## config.mk

```make
export PLATFORM = sky130hd
export DESIGN_NAME = flash_cmd_arbiter
export DESIGN_NICKNAME = d
export VERILOG_FILES = /design/src/rtl/fca_pkg.sv /design/src/rtl/fca_window_hit.sv /design/src/rtl/fca_flags.sv /design/src/rtl/fca_ctrl.sv /design/src/rtl/flash_cmd_arbiter.sv
export SDC_FILE = /design/constraint.sdc
export NUM_CORES = 1
export LEC_CHECK = 0
export BUFFER_PORTS_ARGS = -buffer_cell sky130_fd_sc_hd__buf_2
export CORE_MARGIN = 2
export CORE_UTILIZATION = 50
export DETAILED_ROUTE_END_ITERATION = 10
export GPL_TIMING_DRIVEN = 1
export HOLD_SLACK_MARGIN = 0.08
export PLACE_DENSITY = 0.69
export SETUP_SLACK_MARGIN = 0.5
export SKIP_CTS_REPAIR_TIMING = 1
export SYNTH_ARGS = -nofsm -noshare
export SYNTH_HDL_FRONTEND = slang
export SYNTH_SLANG_ARGS = --single-unit
```

## constraint.sdc

```tcl
create_clock -name clk -period 2.3 [get_ports clk]
set_input_delay 0.46 -clock clk [delete_from_list [all_inputs] [get_ports clk]]
set_output_delay 0.46 -clock clk [all_outputs]
set_load 0.02 [all_outputs]
```

## src/rtl/fca_pkg.sv

```systemverilog
package fca_pkg;
  typedef enum logic [1:0] {
    ST_IDLE  = 2'd0,
    ST_REG   = 2'd1,
    ST_RD    = 2'd2,
    ST_ABORT = 2'd3
  } fca_state_e;

  localparam int FLAG_DONE     = 0;
  localparam int FLAG_REG_COLL = 1;
  localparam int FLAG_REG_RD   = 2;
  localparam int NUM_FLAGS     = 3;
endpackage

```

## src/rtl/fca_window_hit.sv

```systemverilog
module fca_window_hit #(
  parameter int ADDR_W     = 24,
  parameter int LINE_BYTES = 32
) (
  input  logic [ADDR_W-1:0] base_addr,
  input  logic [ADDR_W-1:0] req_addr,
  output logic              hit
);
  localparam int EW = ADDR_W + 1;

  logic [EW-1:0] base_e;
  logic [EW-1:0] req_e;
  logic [EW-1:0] limit_e;

  always_comb begin
    base_e  = {1'b0, base_addr};
    req_e   = {1'b0, req_addr};
    limit_e = base_e + EW'(LINE_BYTES);
    hit     = (req_e >= base_e) && (req_e < limit_e);
  end
endmodule

```

## src/rtl/fca_flags.sv

```systemverilog
module fca_flags #(
  parameter int N = 3
) (
  input  logic         clk,
  input  logic         rst_n,
  input  logic [N-1:0] set,
  input  logic [N-1:0] clr,
  output logic [N-1:0] flag_q
);
  for (genvar i = 0; i < N; i++) begin : g_bit
    logic en;
    logic nxt;

    always_comb begin
      en  = set[i] | clr[i];
      nxt = set[i];
    end

    always_ff @(posedge clk or negedge rst_n) begin
      if (!rst_n)  flag_q[i] <= 1'b0;
      else if (en) flag_q[i] <= nxt;
    end

    AST_FLAG_STICKY: assert property (@(posedge clk) disable iff (!rst_n)
      (flag_q[i] && !clr[i]) |=> flag_q[i]);
    AST_FLAG_CLEARS: assert property (@(posedge clk) disable iff (!rst_n)
      (clr[i] && !set[i]) |=> !flag_q[i]);
  end
endmodule

```

## src/rtl/fca_ctrl.sv

```systemverilog
module fca_ctrl
  import fca_pkg::*;
#(
  parameter int ADDR_W = 24
) (
  input  logic              clk,
  input  logic              rst_n,
  input  logic              reg_cmd_vld,
  input  logic              rd_req_vld,
  input  logic [ADDR_W-1:0] rd_req_addr,
  input  logic              seq_busy,
  input  logic              seq_done,
  input  logic              rd_hit,
  output logic [ADDR_W-1:0] base_q,
  output logic              seq_start,
  output logic              seq_is_read,
  output logic              seq_abort,
  output logic              rd_stalled,
  output logic              set_done,
  output logic              set_reg_coll,
  output logic              set_reg_rd
);
  fca_state_e        st_q, st_n;
  logic              pend_q, pend_n;
  logic [ADDR_W-1:0] pend_addr_q, pend_addr_n;
  logic [ADDR_W-1:0] base_n;
  logic              start_n, is_read_n, abort_n;
  logic [ADDR_W-1:0] held_addr;

  always_comb begin
    st_n         = st_q;
    pend_n       = pend_q;
    pend_addr_n  = pend_addr_q;
    base_n       = base_q;
    start_n      = 1'b0;
    is_read_n    = seq_is_read;
    abort_n      = 1'b0;
    set_done     = 1'b0;
    set_reg_coll = 1'b0;
    set_reg_rd   = 1'b0;
    held_addr    = rd_req_vld ? rd_req_addr : pend_addr_q;

    case (st_q)
      ST_IDLE: begin
        if (reg_cmd_vld) begin
          start_n   = 1'b1;
          is_read_n = 1'b0;
          st_n      = ST_REG;
          if (rd_req_vld) begin
            pend_n      = 1'b1;
            pend_addr_n = rd_req_addr;
          end
        end else if (rd_req_vld) begin
          start_n   = 1'b1;
          is_read_n = 1'b1;
          base_n    = rd_req_addr;
          st_n      = ST_RD;
        end
      end
      ST_REG: begin
        set_reg_coll = reg_cmd_vld;
        if (rd_req_vld) begin
          pend_n      = 1'b1;
          pend_addr_n = rd_req_addr;
        end
        if (seq_done) begin
          set_done = 1'b1;
          if (pend_q || rd_req_vld) begin
            start_n   = 1'b1;
            is_read_n = 1'b1;
            base_n    = held_addr;
            pend_n    = 1'b0;
            st_n      = ST_RD;
          end else begin
            st_n = ST_IDLE;
          end
        end
      end
      ST_RD: begin
        set_reg_rd = reg_cmd_vld;
        if (seq_done) begin
          set_done = 1'b1;
          if (rd_req_vld) begin
            start_n   = 1'b1;
            is_read_n = 1'b1;
            base_n    = rd_req_addr;
          end else begin
            st_n = ST_IDLE;
          end
        end else if (rd_req_vld && !rd_hit) begin
          abort_n     = 1'b1;
          pend_n      = 1'b1;
          pend_addr_n = rd_req_addr;
          st_n        = ST_ABORT;
        end
      end
      ST_ABORT: begin
        set_reg_rd = reg_cmd_vld;
        if (rd_req_vld) pend_addr_n = rd_req_addr;
        if (!seq_abort && !seq_busy) begin
          start_n   = 1'b1;
          is_read_n = 1'b1;
          base_n    = held_addr;
          pend_n    = 1'b0;
          st_n      = ST_RD;
        end
      end
      default: st_n = ST_IDLE;
    endcase
  end

  always_ff @(posedge clk or negedge rst_n) begin
    if (!rst_n) begin
      st_q        <= ST_IDLE;
      pend_q      <= 1'b0;
      pend_addr_q <= '0;
      base_q      <= '0;
      seq_start   <= 1'b0;
      seq_is_read <= 1'b0;
      seq_abort   <= 1'b0;
    end else begin
      st_q        <= st_n;
      pend_q      <= pend_n;
      pend_addr_q <= pend_addr_n;
      base_q      <= base_n;
      seq_start   <= start_n;
      seq_is_read <= is_read_n;
      seq_abort   <= abort_n;
    end
  end

  assign rd_stalled = pend_q;

  AST_START_ABORT_EXCL: assert property (@(posedge clk) disable iff (!rst_n)
    !(seq_start && seq_abort));
  AST_ABORT_PULSE: assert property (@(posedge clk) disable iff (!rst_n)
    seq_abort |=> !seq_abort);
  AST_ABORT_ONLY_READ: assert property (@(posedge clk) disable iff (!rst_n)
    seq_abort |-> seq_is_read);
  AST_REG_NO_ABORT: assert property (@(posedge clk) disable iff (!rst_n)
    (st_q == ST_RD && reg_cmd_vld && !rd_req_vld) |=> !seq_abort);
  AST_REG_HOLDS: assert property (@(posedge clk) disable iff (!rst_n)
    (st_q == ST_REG && !seq_done) |=> !seq_start);
endmodule

```

## src/rtl/flash_cmd_arbiter.sv

```systemverilog
module flash_cmd_arbiter
  import fca_pkg::*;
#(
  parameter int ADDR_W     = 24,
  parameter int LINE_BYTES = 32
) (
  input  logic                 clk,
  input  logic                 rst_n,
  input  logic                 reg_cmd_vld,
  input  logic                 rd_req_vld,
  input  logic [ADDR_W-1:0]    rd_req_addr,
  input  logic                 seq_busy,
  input  logic                 seq_done,
  input  logic [NUM_FLAGS-1:0] flag_clr,
  output logic                 seq_start,
  output logic                 seq_is_read,
  output logic [ADDR_W-1:0]    seq_addr,
  output logic                 seq_abort,
  output logic                 rd_stalled,
  output logic [NUM_FLAGS-1:0] flags
);
  logic [1:0]           rst_sync_q;
  logic                 core_rst_n;
  logic                 hit;
  logic [ADDR_W-1:0]    base;
  logic                 set_done, set_reg_coll, set_reg_rd;
  logic [NUM_FLAGS-1:0] flag_set;

  always_ff @(posedge clk or negedge rst_n) begin
    if (!rst_n) rst_sync_q <= 2'b00;
    else        rst_sync_q <= {rst_sync_q[0], 1'b1};
  end
  assign core_rst_n = rst_sync_q[1];

  fca_window_hit #(.ADDR_W(ADDR_W), .LINE_BYTES(LINE_BYTES)) u_hit (
    .base_addr (base),
    .req_addr  (rd_req_addr),
    .hit       (hit)
  );

  fca_ctrl #(.ADDR_W(ADDR_W)) u_ctrl (
    .clk          (clk),
    .rst_n        (core_rst_n),
    .reg_cmd_vld  (reg_cmd_vld),
    .rd_req_vld   (rd_req_vld),
    .rd_req_addr  (rd_req_addr),
    .seq_busy     (seq_busy),
    .seq_done     (seq_done),
    .rd_hit       (hit),
    .base_q       (base),
    .seq_start    (seq_start),
    .seq_is_read  (seq_is_read),
    .seq_abort    (seq_abort),
    .rd_stalled   (rd_stalled),
    .set_done     (set_done),
    .set_reg_coll (set_reg_coll),
    .set_reg_rd   (set_reg_rd)
  );

  always_comb begin
    flag_set                = '0;
    flag_set[FLAG_DONE]     = set_done;
    flag_set[FLAG_REG_COLL] = set_reg_coll;
    flag_set[FLAG_REG_RD]   = set_reg_rd;
  end

  fca_flags #(.N(NUM_FLAGS)) u_flags (
    .clk    (clk),
    .rst_n  (core_rst_n),
    .set    (flag_set),
    .clr    (flag_clr),
    .flag_q (flags)
  );

  assign seq_addr = base;

  AST_DONE_CAUSE: assert property (@(posedge clk) disable iff (!core_rst_n)
    $rose(flags[FLAG_DONE]) |-> $past(seq_done));
endmodule

```

# ---- Word level (Yosys, flattened, before mapping)
# Cells that the tools add are included.
dict set report totals {
  ramBits 0
  latchBits 0
  inputBits 33
  memories 0
  out_inout_bits 31
  elab_cells 97
  romBits 0
  register_bits 59
}
dict set report classes {
  n_addsub 1
  n_lt_le_gt_ge 2
  muxes 50
  div_mod_pow 0
  n_bitwise 3
  n_eq_ne 14
  mul 0
  n_shift 0
  n_reduce_logical 16
}
# op n
set op_table {}
lappend op_table {{$mux W24} 10}
lappend op_table {{$pmux W24 S4} 1}
lappend op_table {{$pmux W24 S3} 1}
lappend op_table {{$mux W1} 26}
lappend op_table {{$add A24 B6 Y25 const B} 1}
lappend op_table {{$lt A24 B25 Y1} 1}
lappend op_table {{$ge A24 B24 Y1} 1}
lappend op_table {{$mux W2} 8}
lappend op_table {{$pmux W1 S4} 3}
lappend op_table {{$ne A2 B2 Y1 const B} 5}
lappend op_table {{$reduce_and A5 Y1} 2}
lappend op_table {{$pmux W2 S4} 1}
lappend op_table {{$reduce_and A4 Y1} 2}
lappend op_table {{$ne A2 B1 Y1 const B} 3}
lappend op_table {{$ne A3 B3 Y1 const B} 2}
lappend op_table {{$reduce_or A2 Y1} 3}
lappend op_table {{$eq A2 B2 Y1 const B} 2}
lappend op_table {{$logic_and A1 B1 Y1} 3}
lappend op_table {{$logic_not A1 Y1} 3}
lappend op_table {{$ne A3 B2 Y1 const B} 1}
lappend op_table {{$or A1 B1 Y1} 3}
lappend op_table {{$reduce_and A3 Y1} 1}
lappend op_table {{$eq A2 B1 Y1 const B} 1}
lappend op_table {{$logic_not A2 Y1} 1}
lappend op_table {{$logic_or A1 B1 Y1} 1}

# ---- Depth between registers and ports, before layout
dict set report depth {
  ltp_word 8
  depth_mapped 16
}

# ---- Hierarchy
# Synthesis repeated with hierarchy kept, for this count alone.
dict set report unflattened {
  hier_cells 389
  hier_area_um2 4279.1
}
# module instances cells_each area_per_inst_um2
set by_module_without_submodules {}
lappend by_module_without_submodules {fca_ctrl 1 193 2738.9}
lappend by_module_without_submodules {fca_window_hit 1 184 1377.6}
lappend by_module_without_submodules {fca_flags 1 9 108.9}
lappend by_module_without_submodules {flash_cmd_arbiter 1 3 53.8}

# ---- Worst setup path after synthesis
# No wires, ideal clock.
dict set report synth_timing {
  path_kind {reg-to-reg}
  startpoint {register u_ctrl.base_q[5]}
  endpoint {register u_ctrl.pend_addr_q[10]}
  setup_ns 0.080
  setup_slack_ns -1.072
  stages_incl_launch_ff 16
  t_required_ns 2.220
  arrival_ns 3.291
  n_path_buf 3
  synth_period_minus_slack_ns 3.372
  path_cell_list {dfrtp_1 -> inv_1 -> nor4_4 -> nand4_4 -> nor4_1 -> xnor2_1 -> ha_1 -> nand3_1 -> nor4_1 -> o311ai_1 -> and3_1 -> buf_4 -> o21a_1 -> buf_6 -> buf_6 -> o211ai_2}
}
dict set report synth_via {
  elab_chain_len 7
}
# item line
set synth_rtl {}
lappend synth_rtl {{from (decl)} fca_ctrl.sv:14} ;# output logic [ADDR_W-1:0] base_q,
lappend synth_rtl {{from (signal assigned)} fca_ctrl.sv:125} ;# base_q <= base_n;
lappend synth_rtl {{$add A24 B6 Y25} fca_window_hit.sv:18} ;# limit_e = base_e + EW'(LINE_BYTES);
lappend synth_rtl {{$lt A24 B25 Y1} fca_window_hit.sv:19} ;# hit = (req_e >= base_e) && (req_e < limit_e);
lappend synth_rtl {{$logic_and A1 B1 Y1 (*)} fca_window_hit.sv:19}
lappend synth_rtl {{$logic_not A1 Y1 (*)} fca_ctrl.sv:90} ;# end else if (rd_req_vld && !rd_hit) begin
lappend synth_rtl {{$logic_and A1 B1 Y1 (*)} fca_ctrl.sv:90}
lappend synth_rtl {{$ne A2 B1 Y1 (no line) (*)} n/a}
lappend synth_rtl {{$reduce_and A3 Y1 (no line) (*)} n/a}
lappend synth_rtl {{to (signal assigned)} fca_ctrl.sv:124} ;# pend_addr_q <= pend_addr_n;
lappend synth_rtl {{to (decl)} fca_ctrl.sv:25} ;# logic [ADDR_W-1:0] pend_addr_q, pend_addr_n;
# Mark *: on every way between the ends. The rest lies on a longest branch, timed or not.
# A chain may end at the register's enable or synchronous reset.

# ---- Worst setup path in the final report
dict set report layout_timing {
  startpoint {register u_ctrl.base_q[8]}
  endpoint {register u_ctrl.pend_addr_q[5]}
}
# The elaborated chain is that of the path after synthesis.

==> insert_results.sql <==
INSERT INTO impl_metrics (metric_group, metric, value, unit) VALUES
('logic_synthesis', 'dominantRegCellSynth', 'dfrtp_1', ''),
('cells_and_area', 'total_area_of_sequential_cells', '1490', 'um^2'),
('routing', 'detail_route.drc_violations', '0', ''),
('global_routing', 'grt-ovfl-total', '0', ''),
('critical_path', 'worst-path-max-fanout', '9', ''),
('cells_and_area', 'area_growth_syn_to_layout', '36.9', '%'),
('outcome', 'outcome', 'complete, but fails checks', ''),
('routing', 'route.vias.total', '4678', ''),
('routing', 'via_per_inst', '5.95', ''),
('logic_synthesis', 'synth.cell_area', '4630', 'um^2'),
('routing', 'drtAntennaViolNets', '0', ''),
('cts', 'cts_tree', 'done', ''),
('routing', 'drt-initial-drc-count', '260', ''),
('critical_path', 'timing.critical_path.from_type', 'register', ''),
('cts', 'cts.htree.levels', '3', ''),
('logic_synthesis', 'yosys_register_bits', '59', ''),
('routing', 'dr.pass1.iters', '5', ''),
('sta', 'timing.final.crit_share', '140', '%'),
('routing', 'wire_per_inst', '17.5', 'um'),
('global_routing', 'grt_max_degree', '34', ''),
('pwr', 'pwr-share-seq', '23.4', '%'),
('cells_and_area', 'layout.cell_area.non_filler', '6340', 'um^2'),
('sta', 'timing.max_slew.rel_slack', '61.9', '%'),
('placed_design', 'place.gp.congestion', '0.939', ''),
('placed_design', 'dp_hpwl', '10400', 'um'),
('global_routing', 'grt_usage', '28.1', '%'),
('routing', 'totalWireLength', '13800', 'um'),
('floorplanning', 'design.core.area', '9110', 'um^2'),
('logic_synthesis', 'synthCells', '510', ''),
('hold_path', 'worst_hold_path_type', 'register to async pin', ''),
('critical_path', 'critPathCaptureType', 'register', ''),
('pwr', 'internal_power', '4.52', 'mW'),
('logic_synthesis', 'synth.yosys.warnings', '0', ''),
('outcome', 'failed_checks', 'setup timing', ''),
('global_routing', 'first_global_vias', '4625', ''),
('cells_and_area', 'multi_input_gate_area_in_the_final_layout', '3210', 'um^2'),
('sta', 'hold_violations', '0', ''),
('global_routing', 'grt_first_pass_wirelength', '22400', 'um'),
('cts', 'cts_inserted_buffers', '9', ''),
('cells_and_area', 'drive_above_1_share', '39.7', '%'),
('pwr', 'power_density', '1350', 'nW/um^2'),
('pwr', 'swShare', '47.3', '%'),
('critical_path', 'worstPathRequired', '2510', 'ps'),
('critical_path', 'path_class', 'register to register', ''),
('logic_synthesis', 'ys_seq_area_share', '31.9', '%'),
('sta', 'final-max-slew-violation-count', '0', ''),
('pwr', 'leakage', '3.01', 'nW'),
('pwr', 'clock_network_fraction_of_total_power', '11.2', '%'),
('sta', 'fin_worst_skew', '12.7', 'ps'),
('global_routing', 'grt_antenna_before_repair', '0', ''),
('logic_synthesis', 'synthesis.area_per_instance', '9.08', 'um^2'),
('sta', 'setup_viol', '28', ''),
('cells_and_area', 'nNetsFinal', '752', ''),
('logic_synthesis', 'syn_nets', '592', ''),
('cts', 'clockBufferDepth', '2', ''),
('placed_design', 'port_buffers', '63', ''),
('sta', 'post-route-min-period', '3230', 'ps'),
('logic_synthesis', 'synthArstFlopShare', '100', '%'),
('floorplanning', 'initial_utilization', '50.8', '%'),
('floorplanning', 'floorplan.die.height', '100', 'um'),
('floorplanning', 'rows', '35', ''),
('sta', 'grt_setup_unrepaired', 'yes', ''),
('sta', 'final.hold.worst_slack', '269', 'ps'),
('logic_synthesis', 'post_synth_num_cell_types', '52', ''),
('cts', 'worst_skew_pair.late_latency', '350', 'ps'),
('floorplanning', 'io_pins', '64', ''),
('critical_path', 'critPathArrivalTime', '3440', 'ps'),
('pwr', 'power.combinational.fraction', '65.4', '%'),
('placed_design', 'postPlaceCellArea', '5830', 'um^2'),
('cts', 'path_clk_slew', '80', 'ps'),
('logic_synthesis', 'synth_edf_count', '0', ''),
('cts', 'root_buffer', 'clkbuf_8', ''),
('floorplanning', 'die_width', '100', 'um'),
('floorplanning', 'die-area', '10000', 'um^2'),
('sta', 'setup_slack', '-931', 'ps'),
('cells_and_area', 'num_antenna_cells', '0', ''),
('sta', 'timing_worst_slew_pin_value', '566', 'ps'),
('cells_and_area', 'fillers', '695', ''),
('sta', 'max_freq', '0.310', 'GHz'),
('cts', 'clock-sinks', '59', ''),
('pwr', 'net_switching', '4.05', 'mW'),
('pwr', 'power.ir.vdd_worst', '711', 'uV'),
('flow_run', 'max-cap-violations', '0', '');
[through the flow]
step / TNS [ps] / utilization, % / setup slack (ps) / power [mW] / cells
6_report: -24160 / 69.6 / -931 / 8.57 / 786
5_1_grt: -28430 / 69.6 / -1070 / 9.20 / 786
4_1_cts: -25590 / 66.1 / -1010 / 8.13 / 781
3_5_place_dp: -25270 / 64.0 / -1010 / 7.14 / 765
3_3_place_gp: -21420 / 64.0 / -816 / 6.98 / 765
2_1_floorplan: -22200 / - / -817 / 5.24 / 510
[routing by layer]
metal	part of all wire, %	global-route usage, %
met5	0	0
met3	4.7	4.04
met1	45	38.4
met4	1.8	10.2
met2	48	45.6
[final timing paths]
kind,start,endpoint,slack [ps],cells after the start
worst max-delay path,u_ctrl.base_q[8]$_DFFE_PN0P_,u_ctrl.pend_addr_q[5]$_DFFE_PN0P_,-930,14
worst min-delay path,rst_sync_q[1]$_DFF_PN0_,u_ctrl.pend_addr_q[17]$_DFFE_PN0P_,270,1
worst max register to register,u_ctrl.base_q[8]$_DFFE_PN0P_,u_ctrl.pend_addr_q[5]$_DFFE_PN0P_,-930,14
worst min register to register,rst_sync_q[1]$_DFF_PN0_,u_ctrl.pend_addr_q[17]$_DFFE_PN0P_,270,1
max in group asynchronous,rst_sync_q[1]$_DFF_PN0_,u_ctrl.st_q[0]$_DFFE_PN0P_,1630,1
min in group clk,flag_clr[1],u_flags.flag_q[1]$_DFFE_PN0P_,290,2
[synthesized netlist by cell type (all sizes together) (2+ instances only)]
cell | instances | area [um^2]
nand2 | 71 | 267
dfrtp | 59 | 1480
ha | 49 | 613
o21ai | 41 | 205
inv | 34 | 128
o211ai | 28 | 305
o2111ai | 25 | 219
a22oi | 24 | 180
mux2i | 24 | 240
a21oi | 21 | 105
clkbuf | 21 | 78.8
nor2 | 17 | 63.8
xnor2 | 17 | 149
buf | 8 | 61.3
nand4 | 7 | 58.8
nand3 | 6 | 30.0
nor3 | 6 | 46.3
a211oi | 5 | 37.5
and3 | 5 | 32.5
a21o | 4 | 30.0
nand2b | 4 | 25.0
nor4 | 4 | 40.0
a31oi | 3 | 18.8
o21a | 3 | 22.5
or4 | 3 | 22.5
a21boi | 2 | 15.0
nor2b | 2 | 12.5
o22ai | 2 | 12.5
o311ai | 2 | 17.5
[logic make-up after synthesis]
family	after synthesis	synth area share, %
flip-flops	59	31.9
AO/OA/AOI/OAI	168	26.9
XOR/XNOR	17	3.22
buffers and inverters	63	5.78
other	1	0.0810
multiplexers	25	5.43
adder cells (fa/ha/maj)	49	13.2
AND/OR/NAND/NOR	128	13.5
[cell usage in the layout, fill, tap and decap left out, types with 5 or more instances in the layout]
| cell type | instances |
|---|---|
| buf_4 | 112 |
| nand2_1 | 71 |
| buf_2 | 63 |
| dfrtp_1 | 50 |
| ha_1 | 47 |
| o21ai_0 | 37 |
| inv_1 | 28 |
| mux2i_1 | 24 |
| a22oi_1 | 24 |
| a21oi_1 | 21 |
| o211ai_2 | 19 |
| xnor2_1 | 17 |
| o2111ai_2 | 16 |
| nor2_1 | 15 |
| clkbuf_8 | 10 |
| o211ai_1 | 9 |
| dfrtp_2 | 9 |
| inv_2 | 6 |
| nand4_1 | 6 |
| o2111ai_4 | 5 |
| a211oi_1 | 5 |
[power groups by stage]
stage	registers [mW]	logic [mW]	clock network (mW)
final	2.01	5.60	0.959
after global routing	2.06	6.13	1.02
after CTS	1.93	5.22	0.971
after detailed placement	1.94	5.19	0
after global placement	1.92	5.05	0
after floorplan	2.29	2.95	0
[worst max-delay path, stage by stage, from the launching register on]
cell,delay [ps]
dfrtp_2,360
inv_2,50
nor4_4,240
buf_4,180
nand4_4,170
nor3_4,180
xnor2_1,90
ha_1,290
nand4_1,170
nor4_4,360
o311ai_2,180
and3_4,240
buf_4,190
o2111ai_1,240
o211ai_1,130
[flip-flops by register name (all words and copies together) (netlist names)]
register            cells
u_ctrl.base_q          24
u_ctrl.pend_addr_q     24
u_flags.flag_q          3
rst_sync_q              2
u_ctrl.st_q             2
u_ctrl.rd_stalled       1
u_ctrl.seq_abort        1
u_ctrl.seq_is_read      1
u_ctrl.seq_start        1
[final cells by class]
| type | instances | share of cell area (%) |
|---|---|---|
| clock buffers | 13 | 2.35 |
| clock inverters | 3 | 0.632 |
| multi-input cells | 388 | 50.6 |
| well taps | 111 | 2.19 |
| flip-flops and latches | 59 | 23.5 |
| inverters | 34 | 2.01 |
| repair buffers | 178 | 18.8 |
Note: power is estimated with default switching activity, not from simulation.
